$ cat config.mk
export PLATFORM = sky130hd
export DESIGN_NAME = ofc_engine
export DESIGN_NICKNAME = d
export VERILOG_FILES = /design/src/rtl/ofc_pkg.sv /design/src/rtl/ofc_coef_bank.sv /design/src/rtl/ofc_seq.sv /design/src/rtl/ofc_datapath.sv /design/src/rtl/ofc_engine.sv
export SDC_FILE = /design/constraint.sdc
export NUM_CORES = 2
export LEC_CHECK = 0
export BUFFER_PORTS_ARGS = -buffer_cell sky130_fd_sc_hd__buf_2
export CAP_MARGIN = 20
export CORE_AREA = 3 3 410 371
export CTS_CLUSTER_DIAMETER = 80
export CTS_CLUSTER_SIZE = 8
export DETAILED_ROUTE_END_ITERATION = 16
export DIE_AREA = 0 0 413 374
export GPL_ROUTABILITY_DRIVEN = 0
export PLACE_DENSITY = 0.8
export SLEW_MARGIN = 20
export SYNTH_ARGS = -nofsm -noshare
export SYNTH_HDL_FRONTEND = slang
export SYNTH_SLANG_ARGS = --single-unit
export TNS_END_PERCENT = 50
$ cat constraint.sdc
create_clock -name clk -period 27.3 [get_ports clk]
set_input_delay 2.73 -clock clk [delete_from_list [all_inputs] [get_ports clk]]
set_output_delay 2.73 -clock clk [all_outputs]
set_load 0.01 [all_outputs]
$ cat src/rtl/ofc_pkg.sv
package ofc_pkg;

  // Which quantity the shared multiplier is working on
  typedef enum logic [1:0] {
    PH_E = 2'd0,   // energy weights x differences
    PH_T = 2'd1,   // timing weights x differences
    PH_G = 2'd2,   // clipped energy x shape weights
    PH_Q = 2'd3    // residual squares
  } phase_t;

  typedef enum logic [2:0] {
    ST_IDLE,
    ST_ISSUE,
    ST_DRAIN,
    ST_DECIDE,
    ST_FIN
  } state_t;

endpackage

$ cat src/rtl/ofc_coef_bank.sv
module ofc_coef_bank #(
  parameter int NCH    = 4,
  parameter int NTAP   = 5,
  parameter int COEF_W = 18,
  parameter int SAMP_W = 16,
  parameter int OUT_W  = 32,
  parameter int CH_W   = $clog2(NCH),
  parameter int NCOEF  = 3 * NTAP,
  parameter int IDX_W  = $clog2(NCOEF),
  parameter int SEL_W  = $clog2(NCOEF + 2)
) (
  input  logic                     clk,
  input  logic                     rst,
  input  logic                     cfg_we,
  input  logic [CH_W-1:0]          cfg_chan,
  input  logic [SEL_W-1:0]         cfg_sel,
  input  logic [OUT_W-1:0]         cfg_wdata,
  input  logic [CH_W-1:0]          rd_chan,
  input  logic [IDX_W-1:0]         rd_idx,
  input  logic [CH_W-1:0]          ped_chan,
  output logic signed [COEF_W-1:0] rd_coef,
  output logic [SAMP_W-1:0]        ped,
  output logic signed [OUT_W-1:0]  thr
);

  localparam int ADDR_W = $clog2(NCH * NCOEF);
  localparam logic [SEL_W-1:0] SEL_PED = SEL_W'(NCOEF);
  localparam logic [SEL_W-1:0] SEL_THR = SEL_W'(NCOEF + 1);

  // Weight store: no reset so it maps to distributed or block RAM
  logic signed [COEF_W-1:0] mem [NCH*NCOEF];
  logic [SAMP_W-1:0]        ped_q [NCH];
  logic signed [OUT_W-1:0]  thr_q [NCH];
  logic [ADDR_W-1:0]        wr_addr, rd_addr;

  assign wr_addr = ADDR_W'(cfg_chan) * ADDR_W'(NCOEF) + ADDR_W'(cfg_sel);
  assign rd_addr = ADDR_W'(rd_chan) * ADDR_W'(NCOEF) + ADDR_W'(rd_idx);

  always_ff @(posedge clk) begin
    if (cfg_we && (cfg_sel < SEL_PED))
      mem[wr_addr] <= cfg_wdata[COEF_W-1:0];
  end

  always_ff @(posedge clk) begin
    if (rst) begin
      for (int c = 0; c < NCH; c++) begin
        ped_q[c] <= '0;
        thr_q[c] <= '0;
      end
    end else if (cfg_we) begin
      if (cfg_sel == SEL_PED) ped_q[cfg_chan] <= cfg_wdata[SAMP_W-1:0];
      if (cfg_sel == SEL_THR) thr_q[cfg_chan] <= cfg_wdata;
    end
  end

  assign rd_coef = (rd_idx < IDX_W'(NCOEF)) ? mem[rd_addr] : '0;
  assign ped     = ped_q[ped_chan];
  assign thr     = thr_q[rd_chan];

endmodule

$ cat src/rtl/ofc_seq.sv
module ofc_seq
  import ofc_pkg::*;
#(
  parameter int NTAP  = 5,
  parameter int CNT_W = $clog2(NTAP)
) (
  input  logic             clk,
  input  logic             rst,
  input  logic             win_valid,
  input  logic             above,
  output logic             ready,
  output logic             load,
  output logic             issue,
  output phase_t           phase,
  output logic [CNT_W-1:0] idx,
  output logic             fin
);

  state_t           state;
  logic [CNT_W-1:0] cnt;

  assign ready = (state == ST_IDLE);
  assign load  = win_valid && ready;
  assign issue = (state == ST_ISSUE);
  assign idx   = cnt;
  assign fin   = (state == ST_FIN);

  always_ff @(posedge clk) begin
    if (rst) begin
      state <= ST_IDLE;
      phase <= PH_E;
      cnt   <= '0;
    end else begin
      unique case (state)
        ST_IDLE: if (load) begin
          state <= ST_ISSUE;
          phase <= PH_E;
          cnt   <= '0;
        end
        ST_ISSUE: begin
          if (cnt == CNT_W'(NTAP - 1)) begin
            state <= ST_DRAIN;
            cnt   <= '0;
          end else begin
            cnt <= cnt + 1'b1;
          end
        end
        ST_DRAIN: begin
          unique case (phase)
            PH_E: state <= ST_DECIDE;
            PH_T: begin state <= ST_ISSUE; phase <= PH_G; end
            PH_G: begin state <= ST_ISSUE; phase <= PH_Q; end
            default: state <= ST_FIN;
          endcase
        end
        ST_DECIDE: begin
          if (above) begin
            state <= ST_ISSUE;
            phase <= PH_T;
          end else begin
            state <= ST_FIN;
          end
        end
        default: state <= ST_IDLE;
      endcase
    end
  end

  AST_BUSY_AFTER_ACCEPT: assert property (@(posedge clk) disable iff (rst)
    (win_valid && ready) |=> !ready);

endmodule

$ cat src/rtl/ofc_datapath.sv
module ofc_datapath
  import ofc_pkg::*;
#(
  parameter int NTAP   = 5,
  parameter int SAMP_W = 16,
  parameter int COEF_W = 18,
  parameter int FRAC   = 12,
  parameter int ACC_W  = 48,
  parameter int CNT_W  = $clog2(NTAP)
) (
  input  logic                     clk,
  input  logic                     rst,
  input  logic                     load,
  input  logic [NTAP*SAMP_W-1:0]   samples,
  input  logic [SAMP_W-1:0]        ped,
  input  logic                     issue,
  input  phase_t                   iss_phase,
  input  logic [CNT_W-1:0]         iss_idx,
  input  logic signed [COEF_W-1:0] coef,
  output logic signed [ACC_W-1:0]  acc_e,
  output logic signed [ACC_W-1:0]  acc_t,
  output logic signed [ACC_W-1:0]  acc_q
);

  localparam int DIFF_W = SAMP_W + 1;
  localparam int PROD_W = 2 * COEF_W;
  localparam logic signed [ACC_W-1:0] C_MAX =
    {{(ACC_W-COEF_W+1){1'b0}}, {(COEF_W-1){1'b1}}};
  localparam logic signed [ACC_W-1:0] C_MIN = ~C_MAX;

  logic signed [DIFF_W-1:0] d_q [NTAP];
  logic signed [COEF_W-1:0] r_q [NTAP];

  logic signed [ACC_W-1:0]  e_shift, p_ext, d_w, res_w;
  logic signed [COEF_W-1:0] e_clip, r_clip, d_op, op_x, op_y;

  logic                     p_vld;
  phase_t                   p_ph;
  logic [CNT_W-1:0]         p_idx;
  logic signed [PROD_W-1:0] p_prod;

  // Energy in sample units, clipped to the multiplier operand range
  always_comb begin
    e_shift = acc_e >>> FRAC;
    if (e_shift > C_MAX)      e_clip = C_MAX[COEF_W-1:0];
    else if (e_shift < C_MIN) e_clip = C_MIN[COEF_W-1:0];
    else                      e_clip = e_shift[COEF_W-1:0];
  end

  // Operand selection for the shared multiplier
  always_comb begin
    d_op = {{(COEF_W-DIFF_W){d_q[iss_idx][DIFF_W-1]}}, d_q[iss_idx]};
    unique case (iss_phase)
      PH_E, PH_T: begin op_x = coef;   op_y = d_op;   end
      PH_G:       begin op_x = e_clip; op_y = coef;   end
      default:    begin op_x = r_q[iss_idx]; op_y = r_q[iss_idx]; end
    endcase
  end

  // Residual of one sample against the scaled shape
  always_comb begin
    p_ext = {{(ACC_W-PROD_W){p_prod[PROD_W-1]}}, p_prod};
    d_w   = {{(ACC_W-DIFF_W){d_q[p_idx][DIFF_W-1]}}, d_q[p_idx]};
    res_w = d_w - (p_ext >>> FRAC);
    if (res_w > C_MAX)      r_clip = C_MAX[COEF_W-1:0];
    else if (res_w < C_MIN) r_clip = C_MIN[COEF_W-1:0];
    else                    r_clip = res_w[COEF_W-1:0];
  end

  always_ff @(posedge clk) begin
    if (rst) begin
      p_vld  <= 1'b0;
      p_ph   <= PH_E;
      p_idx  <= '0;
      p_prod <= '0;
      acc_e  <= '0;
      acc_t  <= '0;
      acc_q  <= '0;
      for (int i = 0; i < NTAP; i++) begin
        d_q[i] <= '0;
        r_q[i] <= '0;
      end
    end else begin
      p_vld  <= issue;
      p_ph   <= iss_phase;
      p_idx  <= iss_idx;
      p_prod <= op_x * op_y;
      if (load) begin
        acc_e <= '0;
        acc_t <= '0;
        acc_q <= '0;
        for (int i = 0; i < NTAP; i++) begin
          d_q[i] <= $signed({1'b0, samples[i*SAMP_W +: SAMP_W]}) - $signed({1'b0, ped});
          r_q[i] <= '0;
        end
      end else if (p_vld) begin
        unique case (p_ph)
          PH_E:    acc_e <= acc_e + p_ext;
          PH_T:    acc_t <= acc_t + p_ext;
          PH_G:    r_q[p_idx] <= r_clip;
          default: acc_q <= acc_q + p_ext;
        endcase
      end
    end
  end

  AST_PIPE_EMPTY_ON_LOAD: assert property (@(posedge clk) disable iff (rst)
    load |-> !p_vld);
  AST_SQUARE_NONNEG: assert property (@(posedge clk) disable iff (rst)
    (p_vld && p_ph == PH_Q) |-> !p_prod[PROD_W-1]);

endmodule

$ cat src/rtl/ofc_engine.sv
module ofc_engine
  import ofc_pkg::*;
#(
  parameter int NCH    = 4,
  parameter int NTAP   = 5,
  parameter int SAMP_W = 16,
  parameter int COEF_W = 18,
  parameter int FRAC   = 12,
  parameter int ACC_W  = 48,
  parameter int OUT_W  = 32,
  parameter int CH_W   = $clog2(NCH),
  parameter int SEL_W  = $clog2(3 * NTAP + 2)
) (
  input  logic                   clk,
  input  logic                   rst,
  input  logic                   cfg_we,
  input  logic [CH_W-1:0]        cfg_chan,
  input  logic [SEL_W-1:0]       cfg_sel,
  input  logic [OUT_W-1:0]       cfg_wdata,
  input  logic                   win_valid,
  input  logic [CH_W-1:0]        win_chan,
  input  logic [NTAP*SAMP_W-1:0] win_samples,
  output logic                   ready,
  output logic                   res_valid,
  output logic [CH_W-1:0]        res_chan,
  output logic [OUT_W-1:0]       res_energy,
  output logic [OUT_W-1:0]       res_timing,
  output logic [OUT_W-1:0]       res_quality,
  output logic                   res_below,
  output logic                   res_sat
);

  localparam int CNT_W = $clog2(NTAP);
  localparam int NCOEF = 3 * NTAP;
  localparam int IDX_W = $clog2(NCOEF);
  localparam logic signed [ACC_W-1:0] S_MAX =
    {{(ACC_W-OUT_W+1){1'b0}}, {(OUT_W-1){1'b1}}};
  localparam logic signed [ACC_W-1:0] S_MIN = ~S_MAX;
  localparam logic signed [ACC_W-1:0] U_MAX =
    {{(ACC_W-OUT_W){1'b0}}, {OUT_W{1'b1}}};

  logic                     load, issue, fin, above;
  phase_t                   phase;
  logic [CNT_W-1:0]         idx;
  logic [CH_W-1:0]          chan_q;
  logic [IDX_W-1:0]         rd_idx;
  logic signed [COEF_W-1:0] coef;
  logic [SAMP_W-1:0]        ped;
  logic signed [OUT_W-1:0]  thr;
  logic signed [ACC_W-1:0]  acc_e, acc_t, acc_q, thr_ext;
  logic [OUT_W-1:0]         e_sat, t_sat, q_sat;
  logic                     e_of, t_of, q_of;

  assign rd_idx  = IDX_W'(phase) * IDX_W'(NTAP) + IDX_W'(idx);
  assign thr_ext = {{(ACC_W-OUT_W){thr[OUT_W-1]}}, thr};
  assign above   = acc_e > thr_ext;

  ofc_coef_bank #(
    .NCH(NCH), .NTAP(NTAP), .COEF_W(COEF_W), .SAMP_W(SAMP_W), .OUT_W(OUT_W),
    .CH_W(CH_W), .NCOEF(NCOEF), .IDX_W(IDX_W), .SEL_W(SEL_W)
  ) u_bank (
    .clk(clk), .rst(rst),
    .cfg_we(cfg_we), .cfg_chan(cfg_chan), .cfg_sel(cfg_sel), .cfg_wdata(cfg_wdata),
    .rd_chan(chan_q), .rd_idx(rd_idx), .ped_chan(win_chan),
    .rd_coef(coef), .ped(ped), .thr(thr)
  );

  ofc_seq #(.NTAP(NTAP), .CNT_W(CNT_W)) u_seq (
    .clk(clk), .rst(rst), .win_valid(win_valid), .above(above),
    .ready(ready), .load(load), .issue(issue), .phase(phase), .idx(idx), .fin(fin)
  );

  ofc_datapath #(
    .NTAP(NTAP), .SAMP_W(SAMP_W), .COEF_W(COEF_W), .FRAC(FRAC),
    .ACC_W(ACC_W), .CNT_W(CNT_W)
  ) u_dp (
    .clk(clk), .rst(rst), .load(load), .samples(win_samples), .ped(ped),
    .issue(issue), .iss_phase(phase), .iss_idx(idx), .coef(coef),
    .acc_e(acc_e), .acc_t(acc_t), .acc_q(acc_q)
  );

  // Output clipping
  always_comb begin
    e_of  = (acc_e > S_MAX) || (acc_e < S_MIN);
    e_sat = (acc_e > S_MAX) ? S_MAX[OUT_W-1:0] :
            (acc_e < S_MIN) ? S_MIN[OUT_W-1:0] : acc_e[OUT_W-1:0];
    t_of  = (acc_t > S_MAX) || (acc_t < S_MIN);
    t_sat = (acc_t > S_MAX) ? S_MAX[OUT_W-1:0] :
            (acc_t < S_MIN) ? S_MIN[OUT_W-1:0] : acc_t[OUT_W-1:0];
    q_of  = acc_q > U_MAX;
    q_sat = q_of ? U_MAX[OUT_W-1:0] : acc_q[OUT_W-1:0];
  end

  always_ff @(posedge clk) begin
    if (rst) begin
      chan_q      <= '0;
      res_valid   <= 1'b0;
      res_chan    <= '0;
      res_energy  <= '0;
      res_timing  <= '0;
      res_quality <= '0;
      res_below   <= 1'b0;
      res_sat     <= 1'b0;
    end else begin
      if (load) chan_q <= win_chan;
      res_valid <= fin;
      if (fin) begin
        res_chan    <= chan_q;
        res_energy  <= e_sat;
        res_timing  <= above ? t_sat : '0;
        res_quality <= above ? q_sat : '0;
        res_below   <= !above;
        res_sat     <= e_of || (above && (t_of || q_of));
      end
    end
  end

  AST_RESULT_PULSE: assert property (@(posedge clk) disable iff (rst)
    res_valid |=> !res_valid);
  AST_BELOW_CLEARS: assert property (@(posedge clk) disable iff (rst)
    (res_valid && res_below) |-> (res_timing == '0 && res_quality == '0));
  AST_READY_ON_RESULT: assert property (@(posedge clk) disable iff (rst)
    res_valid |-> ready);

endmodule

==> impl_metrics.env <==
export IMPL_outcome="finished clean"
export IMPL_worstMarginPinSlew_ns=1.197
export IMPL_cts_resized=0
export IMPL_crit_path_top_delay_cell="a221o_1"
export IMPL_grt_use_met2_pct=58.22
export IMPL_rsz0062_at_grt="false"
export IMPL_stdcell_count=9736
export IMPL_met1_usage_pct=48.98
export IMPL_cts_tree="yes"
export IMPL_fin_nets=8582
export IMPL_critPathRequiredTime_ns=28.06
export IMPL_holdCritStartpoint="res_quality[30]$_SDFFE_PP0P_"
export IMPL_setup_viol=0
export IMPL_track_usage_pct=38.28
export IMPL_drt_wirelength_per_cell_um=30.32
export IMPL_ys_seq_area_share_pct=53.19
export IMPL_area_growth_pct=11.52
export IMPL_numCtsBuffers=276
export IMPL_dieArea_sq_mm=0.1545
export IMPL_report_final_slew_viol_count=0
export IMPL_grt_busiest_layer="met2"
export IMPL_async_reset_ff_share_pct=0
export IMPL_postCtsSetupRepairBufs=0
export IMPL_grt_ovfl_total=0
export IMPL_wirelength_mm=295.2
export IMPL_grt_pass1_wl_mm=433.2
export IMPL_firstDrtPassIters=7
export IMPL_via_per_inst=6.848
export IMPL_synthDistinctLibCells=96
export IMPL_ys_warn_count=0
export IMPL_cp_start_kind="register"
export IMPL_vias=66670
export IMPL_ctsHoldBuffers=0
export IMPL_synthTopCellsByArea="edfxtp_1 47%, mux4_2 10%, fa_1 7.2%"
export IMPL_synth_commonest_cells="1,501 x edfxtp_1, 599 x inv_1, 586 x nor2_1"
export IMPL_synth_seq_cells=1803
export IMPL_rows=134
export IMPL_htreeDepth=5
export IMPL_portBuffers=226
export IMPL_crit_path_end_kind="register"
export IMPL_cap_violations=0
export IMPL_clk_pin_slew_ns=0.05
export IMPL_die_y_um=374
export IMPL_fin_crit_ns=12.97
export IMPL_fmax_mhz=77.11
export IMPL_grtUsageMet3_pct=12.07
export IMPL_synth_edf_count=1501
export IMPL_setup_tns_final_ns=0
export IMPL_r2r_start="u_seq.phase[0]$_SDFFE_PP0P_"
export IMPL_path_class="register to register"
export IMPL_syn_inst=7372
export IMPL_path_max_fanout=38
export IMPL_min_period_over_period_pct=47.50
export IMPL_dp_hpwl_mm=184.9
export IMPL_postRouteAntennaNets=0
export IMPL_critical_path_arrival_ns=13.73
export IMPL_yosysMostFrequentCell="edfxtp_1"
export IMPL_synth_ff_type="edfxtp_1"
export IMPL_synth_top_cell_area_share_pct=46.90
export IMPL_synth_top_area_cell="edfxtp_1"
export IMPL_insertion_delay_ns=0.95
export IMPL_cpPeakStageDelay_ns=0.86
export IMPL_cts_root_buf="clkbuf_16"
export IMPL_clock_path_buffers=4
export IMPL_post_place_cells=9400
export IMPL_die_x_um=413
export IMPL_hp_class="register to register"
export IMPL_critPathMostFrequentCell="fa_1"
export IMPL_grt_pass1_vias=66100
export IMPL_syn_area_sq_mm=0.09610
export IMPL_finalCoreUtilization_pct=72.31
export IMPL_drt_iter0_markers=9410
export IMPL_drive_above_1_share_pct=16.12
export IMPL_io_pins=227
export IMPL_start_util_pct=64.84
export IMPL_syn_area_per_cell_sq_um=13.04
export IMPL_startpoint="u_seq.phase[0]$_SDFFE_PP0P_"
export IMPL_hold_viol=0
export IMPL_skew_ns=0.08887
export IMPL_grt_max_degree=135
export IMPL_synthesis_nets=8247
export IMPL_slew_headroom_pct=19.36
export IMPL_post_route_drc_count=0
export IMPL_cts_sinks=1803
export IMPL_coreArea_sq_mm=0.1482
export IMPL_antenna_found_initial=17
==> path summary, 6_finish.rpt <==
check                                                     to  slack (ns)  cells after the start
worst max-delay path              u_dp.p_prod[27]$_SDFF_PP0_       14.33                     35
worst min-delay path            res_quality[30]$_SDFFE_PP0P_        0.44                      2
worst max register to register    u_dp.p_prod[27]$_SDFF_PP0_       14.33                     35
worst min register to register  res_quality[30]$_SDFFE_PP0P_        0.44                      2
==> routing by layer <==
layer  wire [um]  up-vias  part of all wire [%]
li1            -    27520                     -
met5         179        -                 0.061
met1      100400    32820                    34
met4       20360       22                   6.9
met3       39330     1143                    13
met2      134900     5163                    46
==> per-stage QoR <==
| step | setup slack, ns | area (sq um) | hold WS [ns] |
|---|---|---|---|
| after detailed placement | 14.81 | 99810 | 0.4390 |
| after global placement | 14.99 | 99770 | 0.4308 |
| final | 14.33 | 107200 | 0.4443 |
| after global routing | 14.03 | 107100 | 0.4705 |
| after floorplan | 17.39 | 96100 | 0.4493 |
| after CTS | 14.66 | 107100 | 0.4495 |
==> area by class of cell <==
class | count | area [sq um]
fillers | 9103 | 41040
clock inverters | 11 | 111.4
repair buffers | 388 | 2434
flip-flops and latches | 1803 | 51130
multi-input cells | 4631 | 41550
well taps | 1972 | 2467
inverters | 607 | 2283
diodes | 10 | 25.02
clock buffers | 314 | 7177
==> state kept, by name, summed over array words and instances, names as in the netlist, named ones only <==
| name | count |
|---|---|
| res_below | 1 |
| u_dp.acc_t | 48 |
| u_bank.thr_q | 128 |
| u_seq.phase | 2 |
| u_dp.d_q | 85 |
| u_seq.idx | 3 |
| u_dp.p_idx | 3 |
| res_sat | 1 |
| u_dp.p_prod | 36 |
| u_dp.r_q | 144 |
| u_dp.p_ph | 2 |
| res_energy | 32 |
| u_dp.acc_q | 48 |
| res_valid | 1 |
| u_dp.acc_e | 48 |
| res_quality | 32 |
| u_bank.ped_q | 64 |
| u_seq.state | 3 |
| res_timing | 32 |
| chan_q | 2 |
| res_chan | 2 |
| u_bank.mem | 1080 |
| u_dp.p_vld | 1 |
==> logic make-up after synthesis <==
logic type / synth area share [%]
simple gates: 9.314
flops: 53.19
compound gates: 8.021
buf+inv: 3.903
fa+ha+maj: 12.48
mux: 11.08
xor+xnor: 2.014
==> cells in the final DEF, fill, tap and decap left out, drive strengths merged, types with 314 or more instances in the layout <==
cell and count:
a21oi 407, buf 388, clkbuf 314, edfxtp 1501, fa 347, ha 403
inv 612, mux4 437, nand2 571, nor2 587
==> worst max-delay path: cells and delay by family, from the launching register on <==
| kind | cells | cell delay, ns |
|---|---|---|
| adders and majority gates | 12 | 5.49 |
| buffers and inverters | 7 | 1.73 |
| muxes | 2 | 1.01 |
| DFF | 1 | 0.69 |
| xor gates and xnor gates | 1 | 0.15 |
| and+or+nand+nor | 4 | 0.56 |
| AOI/OAI and AO/OA | 9 | 3.17 |
Power is not shown: default switching activity piles up to over one toggle a cycle in this logic, so the estimate is an artifact.
